**config.mk**
```make
export PLATFORM = sky130hd
export DESIGN_NAME = spi_mem_engine
export DESIGN_NICKNAME = d
export VERILOG_FILES = /design/src/rtl/spi_mem_engine.sv
export SDC_FILE = /design/constraint.sdc
export NUM_CORES = 1
export LEC_CHECK = 0
export BUFFER_PORTS_ARGS = -buffer_cell sky130_fd_sc_hd__buf_2
export CAP_MARGIN = 0
export CORE_MARGIN = 2
export CORE_UTILIZATION = 38
export DETAILED_ROUTE_END_ITERATION = 16
export PLACE_DENSITY = 0.66
export SLEW_MARGIN = 20
export SYNTH_ARGS = -nofsm -noshare
export SYNTH_HDL_FRONTEND = slang
export SYNTH_SLANG_ARGS = --single-unit
```
**constraint.sdc**
```tcl
create_clock -name clk -period 2.9 [get_ports clk]
set_input_delay 0.58 -clock clk [delete_from_list [all_inputs] [get_ports clk]]
set_output_delay 0.58 -clock clk [all_outputs]
set_load 0.05 [all_outputs]
```
**src/rtl/spi_mem_engine.sv**
```systemverilog
module spi_mem_engine #(
  parameter int AW = 17
) (
  input  logic          clk,
  input  logic          rst_n,
  input  logic          sck,
  input  logic          cs_n,
  input  logic          si,
  input  logic          hold_n,
  output logic          so_data,
  output logic          so_en,
  output logic [AW-1:0] mem_addr,
  output logic [7:0]    mem_wdata,
  output logic          mem_we,
  input  logic [7:0]    mem_rdata,
  input  logic          wr_ok,
  input  logic [7:0]    sr_rdata,
  output logic [7:0]    sr_wdata,
  output logic          sr_we,
  output logic          wel_set,
  output logic          wel_clr,
  output logic          sleep_req,
  output logic          wake_req
);
  localparam logic [AW-1:0] ONE = 1;

  typedef enum logic [2:0] {S_CMD, S_ADDR, S_RD, S_WR, S_SRR, S_SRW, S_SKIP} st_t;

  st_t           st;
  logic [2:0]    sck_p, cs_p;
  logic [1:0]    si_p, hold_p;
  logic          sel, is_rd, odrv, wpend, f1, f2;
  logic [2:0]    bcnt, ocnt;
  logic [1:0]    acnt;
  logic [6:0]    shreg;
  logic [7:0]    oshift, obuf, wbyte;
  logic [AW-1:0] addr;

  wire go        = hold_p[1];
  wire sck_rise  = go & sel & sck_p[1] & ~sck_p[2];
  wire sck_fall  = go & sel & ~sck_p[1] & sck_p[2];
  wire cs_fall   = go & ~cs_p[1] & cs_p[2];
  wire cs_rise   = go & cs_p[1] & ~cs_p[2];
  wire [7:0] byte_in = {shreg, si_p[1]};
  wire byte_done = sck_rise & (bcnt == 3'd7);
  wire out_phase = (st == S_RD) | (st == S_SRR);

  assign so_data   = oshift[7];
  assign so_en     = sel & odrv & go;
  assign mem_addr  = addr;
  assign mem_wdata = wbyte;
  assign mem_we    = wpend & wr_ok;

  always_ff @(posedge clk or negedge rst_n) begin
    if (!rst_n) begin
      sck_p  <= '0;
      cs_p   <= '1;
      si_p   <= '0;
      hold_p <= '1;
    end else begin
      sck_p  <= {sck_p[1:0], sck};
      cs_p   <= {cs_p[1:0], cs_n};
      si_p   <= {si_p[0], si};
      hold_p <= {hold_p[0], hold_n};
    end
  end

  always_ff @(posedge clk or negedge rst_n) begin
    if (!rst_n) begin
      st <= S_SKIP; sel <= 1'b0; is_rd <= 1'b0; odrv <= 1'b0;
      wpend <= 1'b0; f1 <= 1'b0; f2 <= 1'b0;
      bcnt <= '0; ocnt <= '0; acnt <= '0; shreg <= '0;
      oshift <= '0; obuf <= '0; wbyte <= '0; addr <= '0; sr_wdata <= '0;
      sr_we <= 1'b0; wel_set <= 1'b0; wel_clr <= 1'b0;
      sleep_req <= 1'b0; wake_req <= 1'b0;
    end else begin
      sr_we <= 1'b0; wel_set <= 1'b0; wel_clr <= 1'b0;
      sleep_req <= 1'b0; wake_req <= 1'b0;
      f1 <= 1'b0;
      f2 <= f1;
      if (f2) obuf <= mem_rdata;
      if (wpend) begin
        addr  <= addr + ONE;
        wpend <= 1'b0;
      end
      if (cs_fall) begin
        sel <= 1'b1; st <= S_CMD; bcnt <= '0; acnt <= '0; ocnt <= '0; odrv <= 1'b0;
      end else if (cs_rise) begin
        sel <= 1'b0; odrv <= 1'b0;
      end else begin
        if (sck_rise) begin
          shreg <= byte_in[6:0];
          bcnt  <= bcnt + 3'd1;
        end
        if (byte_done) begin
          case (st)
            S_CMD: begin
              st <= S_SKIP;
              case (byte_in)
                8'h06: wel_set   <= 1'b1;
                8'h04: wel_clr   <= 1'b1;
                8'hB9: sleep_req <= 1'b1;
                8'hAB: wake_req  <= 1'b1;
                8'h05: st <= S_SRR;
                8'h01: st <= S_SRW;
                8'h03: begin st <= S_ADDR; is_rd <= 1'b1; end
                8'h02: begin st <= S_ADDR; is_rd <= 1'b0; end
                default: ;
              endcase
            end
            S_ADDR: begin
              addr <= {addr[AW-9:0], byte_in};
              acnt <= acnt + 2'd1;
              if (acnt == 2'd2) begin
                st <= is_rd ? S_RD : S_WR;
                f1 <= is_rd;
              end
            end
            S_WR: begin
              wbyte <= byte_in;
              wpend <= 1'b1;
            end
            S_SRW: begin
              sr_wdata <= byte_in;
              sr_we    <= 1'b1;
              st       <= S_SKIP;
            end
            default: ;
          endcase
        end
        if (sck_fall && out_phase) begin
          odrv <= 1'b1;
          ocnt <= ocnt + 3'd1;
          if (ocnt == 3'd0) begin
            oshift <= (st == S_RD) ? obuf : sr_rdata;
            if (st == S_RD) begin
              addr <= addr + ONE;
              f1   <= 1'b1;
            end
          end else begin
            oshift <= {oshift[6:0], 1'b0};
          end
        end
      end
    end
  end
endmodule

```
==> run_results.csv, run 1 <==
group,metric,value,unit
route,drt_first_pass_iters,5,
synthesis,syn_area,0.00435,mm²
power_and_ir_drop,p_per_area,559,mW/mm²
sta,setup_viol,0,
power_and_ir_drop,ir_drop,0.521,mV
place,dp_hpwl,6930,µm
setup_path,cp_num_cells,5,
synthesis,synth_ff_type,"dfrtp_1",
sta,hold_viol,0,
setup_path,critPathLaunchType,"flop",
setup_path,worstPathRequired,3.13,ns
place,dp.cells,591,
sta,rsz0062_at_grt,"false",
synthesis,ys_top_cells_by_area,"dfrtp_1 47%, mux2_2 9.6%, dfstp_2 4.2%",
setup_path,cp_top_family,"simple AND/OR/NAND/NOR gates",
min_path,hold_path_class,"primary input to async pin",
synthesis,yosysSeqAreaShare,50.9,%
setup_path,crit_arrival,2.67,ns
cts,root_buffer,"clkbuf_16",
synthesis,syn_area_per_cell,10.8,µm²
global_route,grt_pass1_wl,17100,µm
synthesis,synth_top_area_share,46.6,%
synthesis,synthArstFlopShare,100,%
cts,insertion_delay,0.35,ns
setup_path,reg2reg_slack,0.46,ns
setup_path,r2r_cells,5,
place,io_buffers,63,
global_route,grt_overflow,0,
synthesis,syn_nets,431,
sta,fin_crit_sh,84.1,%
layout,num_antenna_cells,0,
power_and_ir_drop,power,2.86,mW
route,wl_per_cell,16.4,µm
sta,slew_headroom,61.1,%
die,std_cell_rows,39,
sta,drv_slew,0,
die,coreArea,0.0113,mm²
synthesis,yosys_register_bits,88,
cts,htree_levels,3,
die,ios,64,
cts,cts_hold_buffers,0,
job,drv_cap,0,
setup_path,path_cells,"nand4b_2 -> or3_1 -> nor2_1 -> o21ai_1 -> a221o_1",
synthesis,synth.largest_area_cell,"dfrtp_1",
cts,clock-sinks,88,
synthesis,yosysWarnings,0,
route,viasPerCell,5.35,
sta,tightest_slew,0.580,ns
global_route,first_global_vias,3352,
synthesis,synth_cells,402,
setup_path,cp_slowest_stage_delay,0.63,ns
global_route,track_usage,17.2,%
route,wl,9960,µm
setup_path,r2r_start,"hold_p[1]",
route,num_vias,3249,
cts,clk_pin_slew_worst_paths,0.07,ns
place,place_congestion,0.861,
synthesis,synth_common_cells,"81 x dfrtp_1, 37 x mux2_2, 33 x nand2_1, 22 x o21ai_0, 21 x nor2_1",
die,die_h,111,µm
setup_path,critPathSlowestCell,"dfstp_2",
route,dr.first_iter.drc_count,204,
route,drcViolationCount,0,
die,dieWidth,111,µm
cts,cts_max_path_buffers,2,
layout,stdcell_count,607,
synthesis,ys_types,53,
setup_path,reg2reg_to,"mem_addr[0]",
setup_path,cp.buffers_inverters,0,
layout,nNetsFinal,488,
setup_path,path_class,"flop to flop",
synthesis,synth_edf_count,0,
sta,finalClockSkew,0.00830,ns
die,die_area,0.0123,mm²
global_route,grt_max_degree,49,
setup_path,end_kind,"flop",
sta,tns,0,ns
sta,min_period,2.44,ns
cts,cts_buffers,9,
status,status,"finished, final reports clean",
global_route,antenna_found_initial,0,
die,initial_utilization,38.6,%
layout,layout-drive-gt1-share,29.1,%
cts,cts_tree,"built",
layout,area_growth,17.6,%
cts,postCtsSetupRepairBufs,0,
setup_path,crit_fanout,11,
cts,cts.repair.resized,0,
power_and_ir_drop,p_leak,2.44,nW
route,antenna_left,0,
sta,max_freq,0.410,GHz
synthesis,yosysMostFrequentCell,"dfrtp_1",
metal layers:
layer | global-route usage [%] | vias to the layer above | part of all wire, %
li1 | - | 1564 | -
met1 | 24.0 | 1604 | 48
met2 | 26.8 | 71 | 47
met3 | 4.87 | 10 | 3.6
met4 | 3.92 | 0 | 1.4
met5 | 0 | - | 0
where the power goes:
| part | switching [mW] | internal (mW) |
|---|---|---|
| clock network | 0.497 | 0.699 |
| registers | 0.0807 | 1.31 |
| logic | 0.154 | 0.115 |
| total | 0.731 | 2.13 |
worst max-delay path by stage:
stage                startpoint            to  slack, ns
floorplan           mem_addr[2]  mem_addr[11]       0.76
global placement      hold_p[1]   mem_addr[0]       0.59
detailed placement    hold_p[1]   mem_addr[0]       0.52
CTS                   hold_p[1]   mem_addr[0]       0.49
global route          hold_p[1]   mem_addr[0]       0.34
finish                hold_p[1]   mem_addr[0]       0.46
cells by family after synthesis:
kind of cell | synth area share [%]
flip-flops | 50.9
AO/OA/AOI/OAI | 11.3
buffers and inverters | 3.28
AND/OR/NAND/NOR | 15.1
adder cells (fa/ha/maj) | 1.96
multiplexers | 11.9
XOR/XNOR | 5.64
worst register-to-register path, cell delays in order (launching register included):
cell and delay (ns):
dfstp_2 0.63, nand4b_2 0.19, or3_1 0.58, nor2_1 0.46, o21ai_1 0.16, a221o_1 0.31
per-stage QoR:
| stage | instance area, µm² | setup slack, ns | hold slack, ns | utilization, % |
|---|---|---|---|---|
| floorplan | 4350 | 0.763 | 0.284 | - |
| global placement | 4800 | 0.590 | 0.332 | 42.6 |
| detailed placement | 4800 | 0.520 | 0.335 | 42.6 |
| CTS | 5110 | 0.491 | 0.220 | 45.3 |
| global route | 5110 | 0.339 | 0.243 | 45.3 |
| finish | 5110 | 0.461 | 0.206 | 45.3 |
cell usage in the layout (no fill, tap or decap), drive strengths merged, types with 2 or more instances in the layout:
master	n
o21ai	24
o41ai	2
a21o	2
nand2	33
nand2b	4
a22oi	13
buf	70
inv	11
nor3	15
nand3	9
a31oi	3
nor4	7
and2	2
ha	6
or3	3
o22ai	11
mux2	37
a221o	2
dfrtp	81
nor3b	4
nor2b	4
a22o	2
mux2i	10
xor2	13
and3b	2
nand4b	3
nand4	10
nor2	22
a21oi	10
xnor2	15
dfstp	7
clkbuf	11
cell type report:
type | count | area (µm²)
sequential | 88 | 2210
fill | 1038 | 6160
tap | 143 | 179
clock inverter | 5 | 63.8
multi-input combinational | 281 | 2000
inverter | 9 | 33.8
clock buffer | 11 | 243
timing repair buffer | 70 | 383
registers in the layout, indices dropped and copies added (netlist names), 2 cells and up:
register,flops
mem_addr,17
mem_wdata,8
obuf,8
oshift,8
sr_wdata,8
shreg,7
bcnt,3
cs_p,3
ocnt,3
sck_p,3
st,3
acnt,2
hold_p,2
si_p,2
Power figures use the tool's default switching activity.
==> run 2, diff against run 1 <==
Clock period 2.9 ns to 2.4 ns, I/O delays scaled along.
==> run 2 against run 1 <==
  * Global-route usage rose by 0.47 points
  * Clock skew rose by 0.0014 ns
  * Wire length rose by 3.0%
  * Clock-buffer cell count rose by 1
  * Critical endpoint unchanged
  * Largest power group unchanged
  * Highest routed layer unchanged
==> run_results.csv, run 2 (synthesis gave the netlist of run 1 again) <==
group,metric,value,unit
layout,final_common_cell,"dfrtp_1",
power_and_ir_drop,p_leak,2.49,nW
setup_path,reg2reg_to,"mem_addr[0]",
die,die_area,0.0123,mm²
sta,drv_slew,0,
cts,postCtsSetupRepairBufs,0,
setup_path,r2r_start,"st[1]",
die,ios,64,
place,place_congestion,0.855,
place,dp_hpwl,7430,µm
route,drcViolationCount,0,
cts,insertion_delay,0.35,ns
setup_path,crit_arrival,2.52,ns
route,wl,10300,µm
sta,finalClockSkew,0.00971,ns
sta,tightest_slew,0.522,ns
sta,slew_headroom,64.9,%
place,placed_cell_area,0.00490,mm²
layout,layout-drive-gt1-share,31.0,%
layout,nNetsFinal,501,
setup_path,critPathSlowestCell,"dfstp_2",
sta,min_period,2.29,ns
sta,rsz0062_at_grt,"false",
route,antenna_left,0,
route,num_vias,3394,
route,drt_first_pass_iters,4,
cts,cts_hold_buffers,0,
setup_path,reg2reg_slack,0.11,ns
die,initial_utilization,38.6,%
setup_path,r2r_cells,5,
global_route,first_global_vias,3444,
die,die_h,111,µm
cts,clock-sinks,88,
place,io_buffers,63,
setup_path,crit_fanout,9,
setup_path,critPathLaunchType,"flop",
layout,largest_reg_flops,17,
global_route,grt_max_degree,40,
setup_path,end_kind,"flop",
cts,cts_tree,"built",
setup_path,worstPathRequired,2.63,ns
layout,fin_area,0.00520,mm²
cts,clk_pin_slew_worst_paths,0.06,ns
setup_path,path_class,"flop to flop",
layout,num_antenna_cells,0,
die,std_cell_rows,39,
cts,root_buffer,"clkbuf_16",
global_route,grt_overflow,0,
setup_path,path_cells,"or3b_1 -> or3_1 -> a21oi_4 -> nor3_2 -> a221o_1",
cts,cts_buffers,9,
min_path,hold_path_class,"primary input to async pin",
cts,htree_levels,3,
cts,cts_max_path_buffers,2,
die,coreArea,0.0113,mm²
power_and_ir_drop,ir_drop,0.380,mV
sta,hold_viol,0,
global_route,track_usage,17.7,%
setup_path,cp_slowest_stage_delay,0.61,ns
global_route,grt_pass1_wl,17300,µm
die,dieWidth,111,µm
route,viasPerCell,5.47,
job,drv_cap,0,
layout,final_cell_mix,"81 x dfrtp_1, 62 x buf_2, 37 x mux2_2, 33 x nand2_1, 22 x o21ai_0",
sta,fin_crit_sh,95.3,%
layout,area_growth,19.7,%
sta,max_freq,0.437,GHz
layout,fin_util,46.2,%
sta,tns,0,ns
status,status,"finished, final reports clean",
route,dr.first_iter.drc_count,232,
global_route,antenna_found_initial,0,
power_and_ir_drop,p_per_area,659,mW/mm²
route,wl_per_cell,16.6,µm
sta,setup_viol,0,
## run 2: worst max path at each step
stage	cells past startpoint	end	slack, ns	start
CTS	5	mem_addr[0]	0.13	st[1]
global route	5	mem_addr[0]	0.04	st[1]
detailed placement	5	mem_addr[0]	0.13	st[1]
finish	5	mem_addr[0]	0.11	st[1]
global placement	5	mem_addr[0]	0.19	st[1]
floorplan	6	mem_addr[11]	0.26	mem_addr[2]
## run 2: critical path, delay by kind of cell (launching register included)
kind,cells,cell delay [ns]
AO/OA/AOI/OAI,2,0.63
flip-flops,1,0.61
AND/OR/NAND/NOR,3,0.93
## run 2: cell type report
| cell class | count | area [µm²] |
|---|---|---|
| fillers | 1068 | 6070 |
| flip-flops and latches | 88 | 2210 |
| multi-input cells | 281 | 2000 |
| repair buffers | 83 | 480 |
| clock buffers | 12 | 246 |
| well taps | 143 | 179 |
| clock inverters | 4 | 51.3 |
| inverters | 9 | 33.8 |
## run 2: per-layer routing
metal	track usage, %	share of wire [%]	up-vias
met5	0	0	-
met4	6.92	2.8	0
met3	5.52	7.1	21
met2	27.7	47	128
met1	23.0	43	1646
li1	-	-	1599
## run 2: report_power, final
group | total [mW] | switching, mW | internal, mW | leakage [nW]
clock network | 1.40 | 0.568 | 0.837 | 0.143
registers | 1.68 | 0.0960 | 1.59 | 1.18
logic | 0.337 | 0.188 | 0.149 | 1.17
## run 2: per-stage QoR
| stage | total power, mW | hold slack, ns | cells | setup WS (ns) |
|---|---|---|---|---|
| 2_1_floorplan | 1.92 | 0.184 | 402 | 0.263 |
| 3_3_place_gp | 2.03 | 0.333 | 604 | 0.192 |
| 3_5_place_dp | 2.05 | 0.336 | 604 | 0.130 |
| 4_1_cts | 3.46 | 0.0883 | 620 | 0.126 |
| 5_1_grt | 3.59 | 0.108 | 620 | 0.0367 |
| 6_report | 3.43 | 0.0820 | 620 | 0.113 |
## run 2: timing repair
item	CTS	global route
endpoints found under the hold margin	0	0
gates resized for setup	0	1
endpoints found under the setup margin	0	1
